**src/rtl/prio_irq_ctrl_pkg.sv**
```systemverilog
package prio_irq_ctrl_pkg;

  localparam int NSRC  = 7;
  localparam int IDX_W = $clog2(NSRC);
  localparam int VEC_W = 16;

  // source index equals its bit position in the enable and priority registers
  typedef enum logic [IDX_W-1:0] {
    SRC_EXT0 = 3'd0,
    SRC_TMR0 = 3'd1,
    SRC_EXT1 = 3'd2,
    SRC_TMR1 = 3'd3,
    SRC_UART = 3'd4,
    SRC_TMR2 = 3'd5,
    SRC_I2C  = 3'd6
  } src_e;

  function automatic logic [VEC_W-1:0] src_vector(input logic [IDX_W-1:0] idx);
    case (idx)
      SRC_EXT0: src_vector = 16'h0003;
      SRC_TMR0: src_vector = 16'h000B;
      SRC_EXT1: src_vector = 16'h0013;
      SRC_TMR1: src_vector = 16'h001B;
      SRC_UART: src_vector = 16'h0023;
      SRC_TMR2: src_vector = 16'h002B;
      SRC_I2C:  src_vector = 16'h0053;
      default:  src_vector = 16'h0003;
    endcase
  endfunction

  // rank 0 is polled first
  function automatic logic [IDX_W-1:0] poll_src(input int rank);
    case (rank)
      0:       poll_src = SRC_EXT0;
      1:       poll_src = SRC_TMR2;
      2:       poll_src = SRC_I2C;
      3:       poll_src = SRC_TMR0;
      4:       poll_src = SRC_EXT1;
      5:       poll_src = SRC_TMR1;
      default: poll_src = SRC_UART;
    endcase
  endfunction

endpackage

```
**src/rtl/irq_ext_capture.sv**
```systemverilog
module irq_ext_capture #(
  parameter int SYNC_STAGES = 2
) (
  input  logic clk,
  input  logic rst,
  input  logic pin_n,
  input  logic edge_mode,
  input  logic clr,
  output logic req,
  output logic lvl_active
);

  logic [SYNC_STAGES-1:0] sync_q;
  logic                   prev_q;
  logic                   flag_q;
  logic                   pin_s;
  logic                   fall;

  assign pin_s = sync_q[SYNC_STAGES-1];
  assign fall  = prev_q & ~pin_s;

  always_ff @(posedge clk) begin
    if (rst) begin
      sync_q <= '1;
      prev_q <= 1'b1;
    end else begin
      sync_q <= {sync_q[SYNC_STAGES-2:0], pin_n};
      prev_q <= pin_s;
    end
  end

  // a fresh fall outranks the acknowledge clear
  always_ff @(posedge clk) begin
    if (rst || !edge_mode) flag_q <= 1'b0;
    else if (fall)         flag_q <= 1'b1;
    else if (clr)          flag_q <= 1'b0;
  end

  assign lvl_active = ~pin_s;
  assign req        = edge_mode ? flag_q : ~pin_s;

endmodule

```
**src/rtl/irq_arbiter.sv**
```systemverilog
module irq_arbiter
  import prio_irq_ctrl_pkg::*;
(
  input  logic [NSRC-1:0]  elig,
  input  logic [NSRC-1:0]  pri,
  input  logic             ins_hi,
  input  logic             ins_lo,
  output logic             valid,
  output logic [IDX_W-1:0] idx,
  output logic             hi
);

  logic [NSRC-1:0]  hi_cand;
  logic [NSRC-1:0]  lo_cand;
  logic [IDX_W-1:0] hi_idx;
  logic [IDX_W-1:0] lo_idx;

  assign hi_cand = elig & pri;
  assign lo_cand = elig & ~pri;

  // walk ranks from last to first so the earliest-polled source wins
  always_comb begin
    hi_idx = '0;
    lo_idx = '0;
    for (int r = NSRC - 1; r >= 0; r--) begin
      if (hi_cand[poll_src(r)]) hi_idx = poll_src(r);
      if (lo_cand[poll_src(r)]) lo_idx = poll_src(r);
    end
  end

  always_comb begin
    valid = 1'b0;
    idx   = lo_idx;
    hi    = 1'b0;
    if (!ins_hi) begin
      if (|hi_cand) begin
        valid = 1'b1;
        idx   = hi_idx;
        hi    = 1'b1;
      end else if (!ins_lo && |lo_cand) begin
        valid = 1'b1;
      end
    end
  end

endmodule

```
**src/rtl/irq_nest_track.sv**
```systemverilog
module irq_nest_track (
  input  logic clk,
  input  logic rst,
  input  logic take,
  input  logic take_hi,
  input  logic reti,
  output logic ins_hi,
  output logic ins_lo
);

  always_ff @(posedge clk) begin
    if (rst) begin
      ins_hi <= 1'b0;
      ins_lo <= 1'b0;
    end else begin
      if (reti) begin
        if (ins_hi) ins_hi <= 1'b0;
        else        ins_lo <= 1'b0;
      end
      if (take) begin
        if (take_hi) ins_hi <= 1'b1;
        else         ins_lo <= 1'b1;
      end
    end
  end

endmodule

```
**src/rtl/prio_irq_ctrl.sv**
```systemverilog
module prio_irq_ctrl
  import prio_irq_ctrl_pkg::*;
#(
  parameter int SYNC_STAGES = 2,
  parameter int N_EXT       = 2,
  parameter int N_PERIPH    = 5
) (
  input  logic                clk,
  input  logic                rst,
  input  logic [N_EXT-1:0]    ext_pin_n_i,
  input  logic [N_EXT-1:0]    ext_edge_i,
  input  logic [N_PERIPH-1:0] periph_req_i,
  input  logic                cfg_we_i,
  input  logic                cfg_sel_i,
  input  logic [7:0]          cfg_wdata_i,
  input  logic                ack_i,
  input  logic                reti_i,
  input  logic                idle_i,
  input  logic                pdown_i,
  output logic                irq_o,
  output logic [VEC_W-1:0]    vec_o,
  output logic                wake_o
);

  localparam int GEN_BIT = NSRC;

  logic [NSRC:0]      en_q;
  logic [NSRC-1:0]    pri_q;
  logic [NSRC-1:0]    pending;
  logic [NSRC-1:0]    elig;
  logic [N_EXT-1:0]   ext_req;
  logic [N_EXT-1:0]   ext_lvl;
  logic [N_EXT-1:0]   lvl_wake;
  logic               arb_valid;
  logic [IDX_W-1:0]   arb_idx;
  logic               arb_hi;
  logic               ins_hi_q;
  logic               ins_lo_q;
  logic               irq_q;
  logic [VEC_W-1:0]   vec_q;
  logic [IDX_W-1:0]   pres_idx_q;
  logic               pres_hi_q;
  logic               wake_q;
  logic               take;

  assign take = ack_i & irq_q;

  always_ff @(posedge clk) begin
    if (rst) begin
      en_q  <= '0;
      pri_q <= '0;
    end else if (cfg_we_i) begin
      if (cfg_sel_i) pri_q <= cfg_wdata_i[NSRC-1:0];
      else           en_q  <= cfg_wdata_i[NSRC:0];
    end
  end

  // external pins sit at register positions 0 and 2
  for (genvar g = 0; g < N_EXT; g++) begin : g_ext
    localparam logic [IDX_W-1:0] SRC_IDX = (g == 0) ? SRC_EXT0 : SRC_EXT1;

    irq_ext_capture #(.SYNC_STAGES(SYNC_STAGES)) u_cap (
      .clk        (clk),
      .rst        (rst),
      .pin_n      (ext_pin_n_i[g]),
      .edge_mode  (ext_edge_i[g]),
      .clr        (take && (pres_idx_q == SRC_IDX)),
      .req        (ext_req[g]),
      .lvl_active (ext_lvl[g])
    );

    assign lvl_wake[g] = ext_lvl[g] & ~ext_edge_i[g] & en_q[SRC_IDX] & en_q[GEN_BIT];
  end

  assign pending = {periph_req_i[4], periph_req_i[3], periph_req_i[2],
                    periph_req_i[1], ext_req[1], periph_req_i[0], ext_req[0]};
  assign elig    = pending & en_q[NSRC-1:0] & {NSRC{en_q[GEN_BIT]}};

  irq_arbiter u_arb (
    .elig   (elig),
    .pri    (pri_q),
    .ins_hi (ins_hi_q),
    .ins_lo (ins_lo_q),
    .valid  (arb_valid),
    .idx    (arb_idx),
    .hi     (arb_hi)
  );

  irq_nest_track u_nest (
    .clk     (clk),
    .rst     (rst),
    .take    (take),
    .take_hi (pres_hi_q),
    .reti    (reti_i),
    .ins_hi  (ins_hi_q),
    .ins_lo  (ins_lo_q)
  );

  // presentation register; an accepted acknowledge blanks one cycle
  always_ff @(posedge clk) begin
    if (rst) begin
      irq_q      <= 1'b0;
      vec_q      <= '0;
      pres_idx_q <= '0;
      pres_hi_q  <= 1'b0;
    end else if (take) begin
      irq_q <= 1'b0;
    end else begin
      irq_q <= arb_valid;
      if (arb_valid) begin
        vec_q      <= src_vector(arb_idx);
        pres_idx_q <= arb_idx;
        pres_hi_q  <= arb_hi;
      end
    end
  end

  always_ff @(posedge clk) begin
    if (rst) wake_q <= 1'b0;
    else     wake_q <= (pdown_i & |lvl_wake) | (idle_i & |elig);
  end

  assign irq_o  = irq_q;
  assign vec_o  = vec_q;
  assign wake_o = wake_q;

endmodule

```
**config.mk**
```make
export PLATFORM = sky130hd
export DESIGN_NAME = prio_irq_ctrl
export DESIGN_NICKNAME = d
export VERILOG_FILES = /design/src/rtl/prio_irq_ctrl_pkg.sv /design/src/rtl/irq_ext_capture.sv /design/src/rtl/irq_arbiter.sv /design/src/rtl/irq_nest_track.sv /design/src/rtl/prio_irq_ctrl.sv
export SDC_FILE = /design/constraint.sdc
export NUM_CORES = 1
export LEC_CHECK = 0
export BUFFER_PORTS_ARGS = -buffer_cell sky130_fd_sc_hd__buf_2
export CAP_MARGIN = 20
export CORE_UTILIZATION = 53
export CTS_CLUSTER_DIAMETER = 150
export DETAILED_ROUTE_END_ITERATION = 7
export PLACE_DENSITY = 0.77
export SLEW_MARGIN = 10
export SYNTH_ARGS = -nofsm -noshare
export SYNTH_HDL_FRONTEND = slang
export SYNTH_SLANG_ARGS = --single-unit
```
**constraint.sdc**
```tcl
create_clock -name clk -period 2.3 [get_ports clk]
set_input_delay 0.115 -clock clk [delete_from_list [all_inputs] [get_ports clk]]
set_output_delay 0.115 -clock clk [all_outputs]
set_load 0.02 [all_outputs]
```
== Word level (Yosys, flattened, before mapping) ==
Cells that the tools add are included.
Operators by class
  reduce and logical (&&, ||, !) cells: 19
  multiplexer cells: 35
  magnitude comparators: 0
  eq/ne operators: 7
  add/sub/neg operators: 0
  shifts and indexed selects: 0
  divide/modulo/power cells: 0
  bitwise gates (word level): 23
  multipliers: 0
Operators with widths (count)
  3-bit two-way mux: 16
  7-bit one-hot mux with 6 select lines: 1
  7-bit bitwise AND: 4
  7-bit OR reduction: 3
  1-bit two-way mux: 18
  1-bit bitwise AND: 11
  3-bit by 2-bit == test with 1-bit output (second input constant): 3
  3-bit == test (second input constant): 3
  7-bit inverter: 1
  1-bit inverter: 6
  2-bit AND reduction: 3
  2-bit nonzero test: 2
  2-bit OR reduction: 2
  3-bit by 1-bit == test with 1-bit output (second input constant): 1
  1-bit logical AND: 3
  1-bit zero test: 3
  3-bit zero test: 1
  1-bit logical OR: 2
  1-bit bitwise OR: 1
Word-level totals
  logic and storage cells: 99
  flip-flop bits (word level): 47
  input port bits: 25
  output and inout bits: 18
  bits in writable memories: 0
  ROM bits: 0
  latch bits: 0
  memories kept: 0

== Depth between registers and ports, before layout ==
Gate-level depths: netlist of run 1.
  depth in word-level cells: 16
  gate-level depth with buffers: 10
  gate-level depth less buffers: 7

== Modules after synthesis ==
From an unflattened synthesis of run 1, not the netlist that was laid out.
Second synthesis, totals
  cell total of the unflattened synthesis: 212
  area, all modules: 1759.2 um^2
By module, submodules not included
  prio_irq_ctrl: cells an instance 137, sequential area each 520.5 um^2, area an instance 1138.6 um^2, instances 1
  irq_ext_capture: cells an instance 13, sequential area each 80.1 um^2, area an instance 140.1 um^2, instances 2
  irq_arbiter: cells an instance 40, sequential area each 0.0 um^2, area an instance 260.2 um^2, instances 1
  irq_nest_track: cells an instance 9, sequential area each 40.0 um^2, area an instance 80.1 um^2, instances 1

== Worst setup path after synthesis of run 1 ==
OpenSTA, ideal clock, no wires.
  kind: register to register
  from: register g_ext[1].u_cap.sync_q[1]
  to: register pres_idx_q[2]
  data required time: 2172 ps
  path buffers: 1
  arrival time: 1674 ps
  cell stages (with the launch flop): 9
  slack: 499 ps
  clock period less this slack: 1801 ps
  library setup time: 128 ps
  cell sequence: dfxtp_1 or2_4 a21oi_4 nor3_1 a221o_1 o21ai_1 buf_4 mux2i_1 nor2_1
On the way
  cells in the longest elaborated chain, start to end: 12
  elaborated cells between the ends (all ways): 25
  classes of those cells: 16 x mux; 5 x bitwise; 4 x reduce/logical
Ends and longest elaborated chain
  from (decl): RTL line irq_ext_capture.sv:13  | logic [SYNC_STAGES-1:0] sync_q;
  from (signal assigned): RTL line irq_ext_capture.sv:27  | sync_q <= {sync_q[SYNC_STAGES-2:0], pin_n};
  1-bit inverter *: RTL line irq_ext_capture.sv:40  | assign req = edge_mode ? flag_q : ~pin_s;
  1-bit two-way mux *: RTL line irq_ext_capture.sv:40
  7-bit bitwise AND * (2 in a row): RTL line prio_irq_ctrl.sv:77  | assign elig = pending & en_q[NSRC-1:0] & {NSRC{en_q[GEN_BIT]}};
  7-bit bitwise AND (on tied branches): RTL line irq_arbiter.sv:19, irq_arbiter.sv:18
  3-bit two-way mux (on tied branches) (5 in a row): RTL line irq_arbiter.sv:27, irq_arbiter.sv:26
  3-bit two-way mux: RTL line irq_arbiter.sv:36  | if (|hi_cand) begin
  3-bit two-way mux: RTL line irq_arbiter.sv:35  | if (!ins_hi) begin
  to (signal assigned): RTL line prio_irq_ctrl.sv:112  | pres_idx_q <= arb_idx;
  to (decl): RTL line prio_irq_ctrl.sv:41  | logic [IDX_W-1:0] pres_idx_q;
Mark *: on every way between the ends. The rest lies on a longest branch, timed or not.
A chain may end at the register's enable or synchronous reset.

== Worst setup path after layout of run 1 ==
  from: register en_q[7]
  to: register pres_idx_q[2]
On the way
  cells in the longest elaborated chain, start to end: 11
  elaborated cells between the ends (all ways): 26
  classes of those cells: 19 x mux; 3 x bitwise; 4 x reduce/logical
Ends and longest elaborated chain
  from (decl): RTL line prio_irq_ctrl.sv:27  | logic [NSRC:0] en_q;
  from (signal assigned): RTL line prio_irq_ctrl.sv:54  | else en_q <= cfg_wdata_i[NSRC:0];
  7-bit bitwise AND *: RTL line prio_irq_ctrl.sv:77
  7-bit bitwise AND (on tied branches): RTL line irq_arbiter.sv:19, irq_arbiter.sv:18
  3-bit two-way mux (on tied branches) (7 in a row): RTL line irq_arbiter.sv:27, irq_arbiter.sv:26
  3-bit two-way mux: RTL line irq_arbiter.sv:36
  3-bit two-way mux: RTL line irq_arbiter.sv:35
Marked as above.

==> results of run 1 <==
-- path summary, 6_finish.rpt --
| kind | end | startpoint | depth (start not counted) |
|---|---|---|---|
| worst max-delay path | pres_idx_q[2] | en_q[7] | 8 |
| worst min-delay path | en_q[5] | cfg_wdata_i[5] | 3 |
| worst max register to register | pres_idx_q[2] | en_q[7] | 8 |
| worst min register to register | g_ext[1].u_cap.sync_q[1] | g_ext[1].u_cap.sync_q[0] | 1 |
-- power groups by stage --
stage                     clock, µW  sequential (µW)  combinational, µW
final                           330              663                113
after CTS                       339              662                113
after floorplan                   0              672               90.2
after global placement            0              676                108
after detailed placement          0              676                110
after global routing            370              666                126
-- what timing repair did --
item,in CTS,in global routing
endpoints found under the setup margin,0,5
hold buffers,2,0
gates resized for setup,0,1
endpoints found under the hold margin,2,0
-- routing by layer --
metal | track usage (%) | wire length (µm) | vias up
li1 | - | - | 790
met1 | 31.1 | 1750 | 712
met2 | 33.8 | 1620 | 57
met3 | 5.19 | 219 | 6
met4 | 8.97 | 46 | 0
met5 | 0 | 0 | -
-- cells in the final DEF (no fill, tap or decap), drive strengths merged, types with 3 or more instances in the layout --
cell type	n
conb	10
o21ai	8
nand3	14
nand4	5
o21a	4
nor2	8
nand4b	4
nand2	35
clkinv	3
dfxtp	36
nor3	4
clkbuf	5
buf	33
or2	8
a21oi	27
nand2b	5
nor2b	3
inv	7
-- worst reg2reg max path, stage by stage, from the launching register on --
cell and delay, ps:
dfxtp_2 530, nand3_1 180, a21oi_4 190, nor3_1 80
a221o_1 340, o21ai_1 80, buf_4 200, mux2i_1 200
nor2_1 50
-- flip-flops by register name, indices dropped and copies added, names as in the netlist --
signal and cells:
g_ext.u_cap.sync_q 4, wake_o 1, g_ext.u_cap.flag_q 2, u_nest.ins_lo 1, vec_o 5, g_ext.u_cap.prev_q 2, en_q 8, pres_hi_q 1
pri_q 7, irq_o 1, u_nest.ins_hi 1, pres_idx_q 3
-- cell type report --
cell class	instances	area [µm²]
clock buffers	5	37.5
clock inverters	3	18.8
fillers	305	1160
inverters	7	26.3
multi-input cells	158	922
flip-flops and latches	36	722
well taps	44	55.1
repair buffers	35	188
-- cells by family after synthesis --
logic type             count (synthesis)  share of synthesized area (%)
other                                  1                          0.210
muxes                                  1                          0.561
buffers and inverters                 28                           9.75
DFF                                   36                           40.4
AOI/OAI and AO/OA                     55                           21.5
and+or+nand+nor                       92                           27.5
-- through the flow --
stage / hold WS (ps) / std cells / cell area [µm²] / setup slack, ps / util (%)
floorplan: 187 / 222 / 1820 / 499 / -
global placement: 297 / 278 / 1890 / 167 / 60.5
detailed placement: 301 / 278 / 1890 / 138 / 60.5
CTS: 0.116 / 288 / 1970 / 116 / 62.9
global route: 13.0 / 288 / 1970 / 200 / 63.0
finish: 5.95 / 288 / 1970 / 337 / 63.0
==> flow_metrics.py, run 1 <==
metrics = {
    "outcome": {
        "status": "completed",
    },
    "clock_tree": {
        "clkSinkCount": 36,
        "cts_buffers": 5,
        "clockBufferDepth": 2,
        "cts_setup_buffers": 0,
        "clk_latency_ps": 340,
        "root_buffer": "clkbuf_4",
        "cts_tree": "built",
        "htree_levels": 2,
        "cts.clk_slew.worst_paths_ps": 110,
    },
    "critical_path": {
        "cpPeakStageDelay_ps": 530,
        "crit_arrival_ps": 2190,
        "regToRegSetupSlack_ps": 340,
        "critPathMaxFanout": 16,
        "worst-path-buf-inv": 1,
        "crit_chain": "nand3_1 > a21oi_4 > nor3_1 > a221o_1 > o21ai_1 > buf_4 > mux2i_1 > nor2_1",
        "critPathCaptureType": "flip-flop",
        "critPathLaunchType": "flip-flop",
        "required_ps": 2520,
        "critPathSlowestCell": "dfxtp_2",
        "crit_type": "reg -> reg",
        "cp_top_family": "compound AO/OA/AOI/OAI gates",
    },
    "global_routing": {
        "grt_pass1_vias": 1373,
        "grt_pass1_wl_um": 5930,
        "antenna_found_initial": 0,
        "grt-ovfl-total": 0,
        "grt_start_max_net_pins": 35,
        "grt.total_usage_pct": 22.5,
    },
    "power": {
        "p_leak_uw": 0.000842,
        "swShare_pct": 27.3,
        "p_int_uw": 805,
        "peakVddDrop_mv": 0.393,
        "power.sequential.fraction_pct": 59.9,
        "post-layout-total-power_uw": 1110,
        "clkPwrFrac_pct": 29.8,
        "net-switching-power_uw": 302,
        "pwr_density_cell_nw_per_um2": 562,
        "p_comb_share_pct": 10.2,
    },
    "detailed_routing": {
        "wl_per_cell_um": 12.6,
        "routed_wl_um": 3640,
        "drc_errors": 0,
        "drtIter0Drc": 84,
        "drt-vias-per-instance": 5.43,
        "postRouteAntennaNets": 0,
        "vias": 1565,
        "detail_route.first_pass.iterations": 5,
    },
    "yosys": {
        "synth_common_cells": "dfxtp_1, nand2_1, a21oi_1",
        "synthArstFlopShare_pct": 0,
        "synthDistinctLibCells": 48,
        "yosys-top-cells-area": "dfxtp_1, nand2_1, a21oi_1",
        "ys_ff_latch": 36,
        "syn_inst": 213,
        "syn_area_um2": 1780,
        "synth_top_area_cell": "dfxtp_1",
        "yosysMostFrequentCell": "dfxtp_1",
        "synth_warnings": 0,
        "synth_edf_count": 0,
        "synth_top_area_share_pct": 40.4,
        "avgSynthCellArea_um2": 8.37,
        "ys_seq_area_share_pct": 40.4,
        "ys.flop_type": "dfxtp_1",
    },
    "placement": {
        "globalplace.congestion": 0.873,
        "dp_hpwl_um": 2630,
        "io_buffers": 32,
    },
    "floorplan": {
        "initial_core_util_pct": 57.0,
        "io_pins": 43,
        "dieHeight_um": 60,
        "die_x_um": 60,
        "die_area_um2": 3600,
        "core-area_um2": 3130,
        "num_rows": 20,
    },
    "cells_and_area": {
        "antenna_cells": 0,
        "layout-drive-gt1-share_pct": 23.8,
        "syn2layout_area_growth_pct": 10.5,
        "nets": 268,
    },
    "sta": {
        "fmax_ghz": 0.509,
        "slew_violations": 0,
        "setup_tns_ps": 0,
        "timing.final.crit_share_pct": 85.4,
        "slew_headroom_pct": 61.4,
        "finalCriticalPeriod_ps": 1960,
        "hold_violations": 0,
        "rsz0062_at_grt": "no",
        "worst_slew_pin_slew_ps": 578,
        "setup_violations": 0,
        "finalClockSkew_ps": 13.4,
    },
    "min_path": {
        "hold_path.class": "in -> reg",
    },
    "job": {
        "maxCapViolCount": 0,
    },
}
Power figures use the tool's default switching activity.
==> run 2, diff against run 1 <==
--- a/config.mk
+++ b/config.mk
@@ -7,10 +7,12 @@
 export LEC_CHECK = 0
 export BUFFER_PORTS_ARGS = -buffer_cell sky130_fd_sc_hd__buf_2
 export CAP_MARGIN = 20
-export CORE_UTILIZATION = 53
+export CELL_PAD_IN_SITES_DETAIL_PLACEMENT = 1
+export CELL_PAD_IN_SITES_GLOBAL_PLACEMENT = 2
+export CORE_UTILIZATION = 30
 export CTS_CLUSTER_DIAMETER = 150
 export DETAILED_ROUTE_END_ITERATION = 7
-export PLACE_DENSITY = 0.77
+export PLACE_DENSITY = 0.75
 export SLEW_MARGIN = 10
 export SYNTH_ARGS = -nofsm -noshare
 export SYNTH_HDL_FRONTEND = slang
==> run 2 against run 1 <==
  * Final area grew 2.6%
  * Sequential power is essentially flat
  * Non-clock buffer count stayed put
  * Critical path depth stayed put
  * Register-to-register slack got worse by 70 ps
==> flow_metrics.py, run 2 (same netlist as run 1, synthesis figures left out) <==
metrics = {
    "detailed_routing": {
        "drt-vias-per-instance": 5.00,
        "wl_per_cell_um": 14.3,
        "postRouteAntennaNets": 0,
        "wl_met3_um": 170,
        "wirelength_met1_um": 2220,
        "top_layer": "met4",
        "drc_errors": 0,
        "vias": 1575,
        "drtIter0Drc": 44,
        "routed_wl_um": 4520,
        "detail_route.first_pass.iterations": 4,
        "wl_met2_um": 2070,
    },
    "cells_and_area": {
        "largest_register_ffs": 8,
        "multi_input_area_um2": 922,
        "layout-drive-gt1-share_pct": 23.9,
        "antenna_cells": 0,
        "nFillCells": 711,
        "syn2layout_area_growth_pct": 13.3,
        "regMostFlops": "en_q",
        "layout_common_cells": "nand2_1, dfxtp_1, buf_2",
        "regArea_um2": 722,
        "nets": 268,
    },
    "sta": {
        "finalCriticalPeriod_ps": 2040,
        "worst_slew_pin_slew_ps": 599,
        "hold_violations": 0,
        "slew_violations": 0,
        "setup_slack_ps": 262,
        "timing.final.crit_share_pct": 88.6,
        "setup_tns_ps": 0,
        "setup_violations": 0,
        "rsz0062_at_grt": "no",
        "fmax_ghz": 0.491,
        "slew_headroom_pct": 60.1,
        "finalClockSkew_ps": 3.29,
    },
    "critical_path": {
        "critPathSlowestCell": "dfxtp_2",
        "crit_chain": "buf_4 > nand3b_1 > a21oi_2 > o21ai_0 > a2111oi_4 > a41oi_1 > a21oi_1 > o21a_1",
        "cpPeakStageDelay_ps": 450,
        "rr_endpoint": "vec_o[4]",
        "cp_top_family": "compound AO/OA/AOI/OAI gates",
        "crit_arrival_ps": 2270,
        "critPathCaptureType": "flip-flop",
        "worst-path-buf-inv": 1,
        "ff2ff_path_depth": 8,
        "crit_type": "reg -> reg",
        "r2r-start": "en_q[7]",
        "required_ps": 2530,
        "regToRegSetupSlack_ps": 260,
        "critPathLaunchType": "flip-flop",
        "critPathMaxFanout": 12,
    },
    "global_routing": {
        "antenna_found_initial": 0,
        "grt_start_max_net_pins": 35,
        "grt-ovfl-total": 0,
        "grt_pass1_wl_um": 7800,
        "grt.total_usage_pct": 16.3,
        "grt_pass1_vias": 1561,
    },
    "floorplan": {
        "core-area_um2": 5610,
        "dieHeight_um": 79.1,
        "initial_core_util_pct": 31.8,
        "num_rows": 27,
        "io_pins": 43,
        "die_area_um2": 6260,
        "die_x_um": 79.1,
    },
    "placement": {
        "io_buffers": 32,
        "globalplace.congestion": 0.876,
        "post-place-ws_ps": 162,
        "dp_hpwl_um": 3490,
    },
    "power": {
        "net-switching-power_uw": 307,
        "post-layout-total-power_uw": 1200,
        "swShare_pct": 25.6,
        "p_comb_share_pct": 9.6,
        "p_int_uw": 892,
        "peakVddDrop_mv": 0.272,
        "p_leak_uw": 0.000850,
        "power.sequential.fraction_pct": 55.3,
        "pwr_density_cell_nw_per_um2": 594,
        "clkPwrFrac_pct": 35.1,
    },
    "clock_tree": {
        "cts_buffers": 5,
        "clkSinkCount": 36,
        "clk_latency_ps": 280,
        "htree_levels": 2,
        "root_buffer": "clkbuf_8",
        "cts_setup_buffers": 0,
        "cts.clk_slew.worst_paths_ps": 70,
        "clockBufferDepth": 2,
        "cts_tree": "built",
    },
    "min_path": {
        "hold_path.class": "in -> reg",
        "min_from": "ext_pin_n_i[1]",
        "hold_depth": 2,
        "hold_end": "g_ext[1].u_cap.sync_q[0]",
    },
    "job": {
        "maxCapViolCount": 0,
    },
    "outcome": {
        "status": "completed",
    },
}
## run 2: cell types whose count changed in the layout (fill, tap and decap cells not counted)
cell	before	now
buf_4	1	3
clkbuf_1	0	1
clkbuf_4	5	0
clkbuf_8	0	5
clkinv_2	2	1
clkinv_4	1	0
dlygate4sd3_1	2	0
## run 2: power groups by stage
| stage | clock [µW] | combinational (µW) | sequential [µW] |
|---|---|---|---|
| 2_1_floorplan | 0 | 90.2 | 672 |
| 3_3_place_gp | 0 | 115 | 677 |
| 3_5_place_dp | 0 | 116 | 677 |
| 4_1_cts | 440 | 116 | 663 |
| 5_1_grt | 473 | 129 | 666 |
| 6_report | 421 | 115 | 663 |
## run 2: repair_timing
action | CTS | global route
setup endpoints to repair | 0 | 3
resized for setup | 0 | 1
hold buffers | 0 | 0
hold endpoints to repair | 0 | 0
## run 2: area by class of cell
class	instances	share of cell area (%)
clock buffer	6	3.59
clock inverter	1	0.248
inverter	7	1.30
multi-input combinational	158	45.6
sequential	36	35.7
tap	72	4.46
timing repair buffer	35	9.04
## run 2: per-stage QoR
stage	util, %	instance area (µm²)	hold WS (ps)	std cells
after detailed placement	34.6	1940	301	308
after global routing	36.0	2020	1.16	315
after CTS	36.0	2020	1.67	315
after global placement	34.6	1940	299	308
final	36.0	2020	10.5	315
after floorplan	-	1820	187	222
## run 2: worst max-delay path by stage
| stage | slack, ps | endpoint | start | cells past startpoint |
|---|---|---|---|---|
| 2_1_floorplan | 500 | pres_idx_q[2] | g_ext[1].u_cap.sync_q[1] | 8 |
| 3_3_place_gp | 250 | vec_o[4] | en_q[7] | 8 |
| 3_5_place_dp | 160 | pres_idx_q[1] | en_q[7] | 8 |
| 4_1_cts | 120 | pres_idx_q[1] | en_q[7] | 8 |
| 5_1_grt | 30 | vec_o[6] | en_q[7] | 8 |
| 6_report | 260 | vec_o[4] | en_q[7] | 8 |
## run 2: per-layer routing
layer  vias to the layer above  track usage [%]
met5                         -                0
met1                       746             22.2
li1                        790                -
met2                        31             25.2
met4                         0             5.27
met3                         8             3.79
==> run 3, diff against run 2 <==
--- a/config.mk
+++ b/config.mk
@@ -7,13 +7,13 @@
 export LEC_CHECK = 0
 export BUFFER_PORTS_ARGS = -buffer_cell sky130_fd_sc_hd__buf_2
 export CAP_MARGIN = 20
-export CELL_PAD_IN_SITES_DETAIL_PLACEMENT = 1
-export CELL_PAD_IN_SITES_GLOBAL_PLACEMENT = 2
-export CORE_UTILIZATION = 30
+export CORE_UTILIZATION = 52
 export CTS_CLUSTER_DIAMETER = 150
 export DETAILED_ROUTE_END_ITERATION = 7
-export PLACE_DENSITY = 0.75
+export PLACE_DENSITY = 0.76
 export SLEW_MARGIN = 10
 export SYNTH_ARGS = -nofsm -noshare
 export SYNTH_HDL_FRONTEND = slang
+export SYNTH_HIERARCHICAL = 1
 export SYNTH_SLANG_ARGS = --single-unit
+export TNS_END_PERCENT = 1
==> run 3 against run 2 <==
  * The run now ends with setup timing left
  * Sequential power fell by 0.9%
  * Clock power rose by 5.5%
  * Area after synthesis fell by 1.3%
  * Via count rose by 2.1%
  * Clock skew rose by 3.1 ps
  * Wire length fell by 13%
  * First-iteration DRC count rose by 59%
  * Highest routed layer unchanged
==> flow_metrics.py, run 3 <==
metrics = {
    "yosys": {
        "synth_top_area_cell": "dfxtp_1",
        "synth_common_cells": "dfxtp_1, nand2_1, a21oi_1",
        "yosysMostFrequentCell": "dfxtp_1",
        "ys_ff_latch": 36,
        "synth_edf_count": 0,
        "synthDistinctLibCells": 42,
        "syn_area_um2": 1760,
        "syn_inst": 212,
        "avgSynthCellArea_um2": 8.30,
        "synthArstFlopShare_pct": 0,
        "yosys-top-cells-area": "dfxtp_1, nand2_1, a21oi_1",
        "synth_warnings": 6,
        "synth_top_area_share_pct": 41.0,
        "ys_seq_area_share_pct": 41.0,
        "ys.flop_type": "dfxtp_1",
    },
    "critical_path": {
        "crit_type": "reg -> reg",
        "critPathMaxFanout": 4,
        "critPathCaptureType": "flip-flop",
        "required_ps": 2590,
        "critPathLaunchType": "flip-flop",
        "crit_arrival_ps": 2850,
    },
    "power": {
        "pwr_density_cell_nw_per_um2": 548,
        "post-layout-total-power_uw": 1230,
        "peakVddDrop_mv": 0.488,
        "p_leak_uw": 0.000997,
    },
    "outcome": {
        "status": "finished with violations",
        "violations": "setup timing",
    },
    "detailed_routing": {
        "detail_route.first_pass.iterations": 4,
        "drt-vias-per-instance": 5.12,
        "postRouteAntennaNets": 0,
        "routed_wl_um": 3920,
        "wl_per_cell_um": 12.5,
        "vias": 1608,
        "drc_errors": 0,
        "drtIter0Drc": 70,
    },
    "sta": {
        "setup_slack_ps": -264,
        "slew_headroom_pct": 61.2,
        "hold_violations": 0,
        "finalClockSkew_ps": 6.40,
        "rsz0062_at_grt": "yes",
        "finalCriticalPeriod_ps": 2560,
        "setup_violations": 9,
        "worst_slew_pin_slew_ps": 582,
        "fmax_ghz": 0.390,
        "timing.final.crit_share_pct": 111,
        "slew_violations": 0,
        "setup_tns_ps": -1380,
    },
    "floorplan": {
        "core-area_um2": 3130,
        "num_rows": 20,
        "io_pins": 43,
        "die_x_um": 60.2,
        "initial_core_util_pct": 56.2,
        "dieHeight_um": 60.2,
        "die_area_um2": 3620,
    },
    "global_routing": {
        "grt_pass1_vias": 1422,
        "grt.total_usage_pct": 24.1,
        "grt_pass1_wl_um": 6250,
        "antenna_found_initial": 0,
        "grt_start_max_net_pins": 38,
        "grt-ovfl-total": 0,
    },
    "cells_and_area": {
        "final_common_cell": "dfxtp_1",
        "layout_common_cells": "dfxtp_1, nand2_1, buf_2",
        "largest_register_ffs": 8,
        "nFillCells": 263,
        "layout-drive-gt1-share_pct": 29.3,
        "utilization_pct": 71.6,
        "finalNonFillerCells": 314,
        "nets": 294,
        "syn2layout_area_growth_pct": 27.2,
        "antenna_cells": 0,
        "regMostFlops": "en_q",
    },
    "clock_tree": {
        "htree_levels": 2,
        "cts.clk_slew.worst_paths_ps": 110,
        "clk_latency_ps": 350,
        "cts_tree": "built",
        "clockBufferDepth": 2,
        "cts_buffers": 5,
        "root_buffer": "clkbuf_4",
        "clkSinkCount": 36,
    },
    "placement": {
        "globalplace.congestion": 0.855,
        "post-place-ws_ps": -291,
        "dp_hpwl_um": 2650,
        "io_buffers": 32,
        "dp.cells": 294,
    },
    "min_path": {
        "hold_path.class": "in -> reg",
    },
    "job": {
        "maxCapViolCount": 0,
    },
}
[run 3: worst max-delay path, cell delays in order (launching register included)]
cell and delay (ps):
dfxtp_2 340, inv_1 50, mux2_2 270, and3_4 190, a222oi_1 350, buf_4 200, buf_4 110, a31oi_2 120
a211oi_4 330, nand2_1 100, or3_1 320, a21oi_1 130
[run 3: metal layers]
metal	wire, µm	part of all wire, %	GRT usage [%]
met5	0	0	0
met4	60	1.5	8.97
met3	151	3.9	6.49
met2	2020	52	42.4
met1	1680	43	27.5
[run 3: final timing paths]
kind / endpoint / from / depth (start not counted) / slack [ps]
hold reg to reg: g_ext[0].u_cap/sync_q[1] / g_ext[0].u_cap/sync_q[0] / 1 / 420
setup / recovery: vec_o[6] / g_ext[1].u_cap/sync_q[1] / 11 / -260
hold / removal: en_q[1] / cfg_wdata_i[1] / 3 / 8
setup reg to reg: vec_o[6] / g_ext[1].u_cap/sync_q[1] / 11 / -260
[run 3: repair_timing]
action                                  in CTS  in global routing
pin swaps                                    6                  2
setup buffers                                4                  2
hold buffers                                 6                  0
hold endpoints to repair                     6                  0
cloned                                       0                  0
resized for setup                            7                  3
endpoints found under the setup margin       9                 10
[run 3: layout make-up]
cell class | instances | area (µm²) | area share, %
multi-input cells | 161 | 980 | 43.8
flip-flops and latches | 36 | 723 | 32.3
repair buffers | 59 | 382 | 17.0
well taps | 44 | 55.1 | 2.46
clock buffers | 6 | 41.3 | 1.84
clock inverters | 2 | 35.0 | 1.57
inverters | 6 | 22.5 | 1.01
[run 3: per-stage QoR]
step / cell area [µm²] / hold WS, ps
after floorplan: 1800 / 184
after global placement: 2010 / 290
after detailed placement: 2010 / 299
after CTS: 2210 / 1.32
after global routing: 2240 / 6.49
final: 2240 / 8.26
[run 3: logic make-up after synthesis]
logic type	share of synthesized area, %
AND/OR/NAND/NOR	28.9
AO/OA/AOI/OAI	16.0
flip-flops	41.0
buffers and inverters	8.11
multiplexers	5.83
other	0.213
[run 3: report_power, final]
part	leakage [µW]	switching, µW	total (µW)	internal [µW]
clock network	0.0000422	216	444	228
registers	0.000293	14.5	657	642
logic	0.000662	69.1	126	57.4
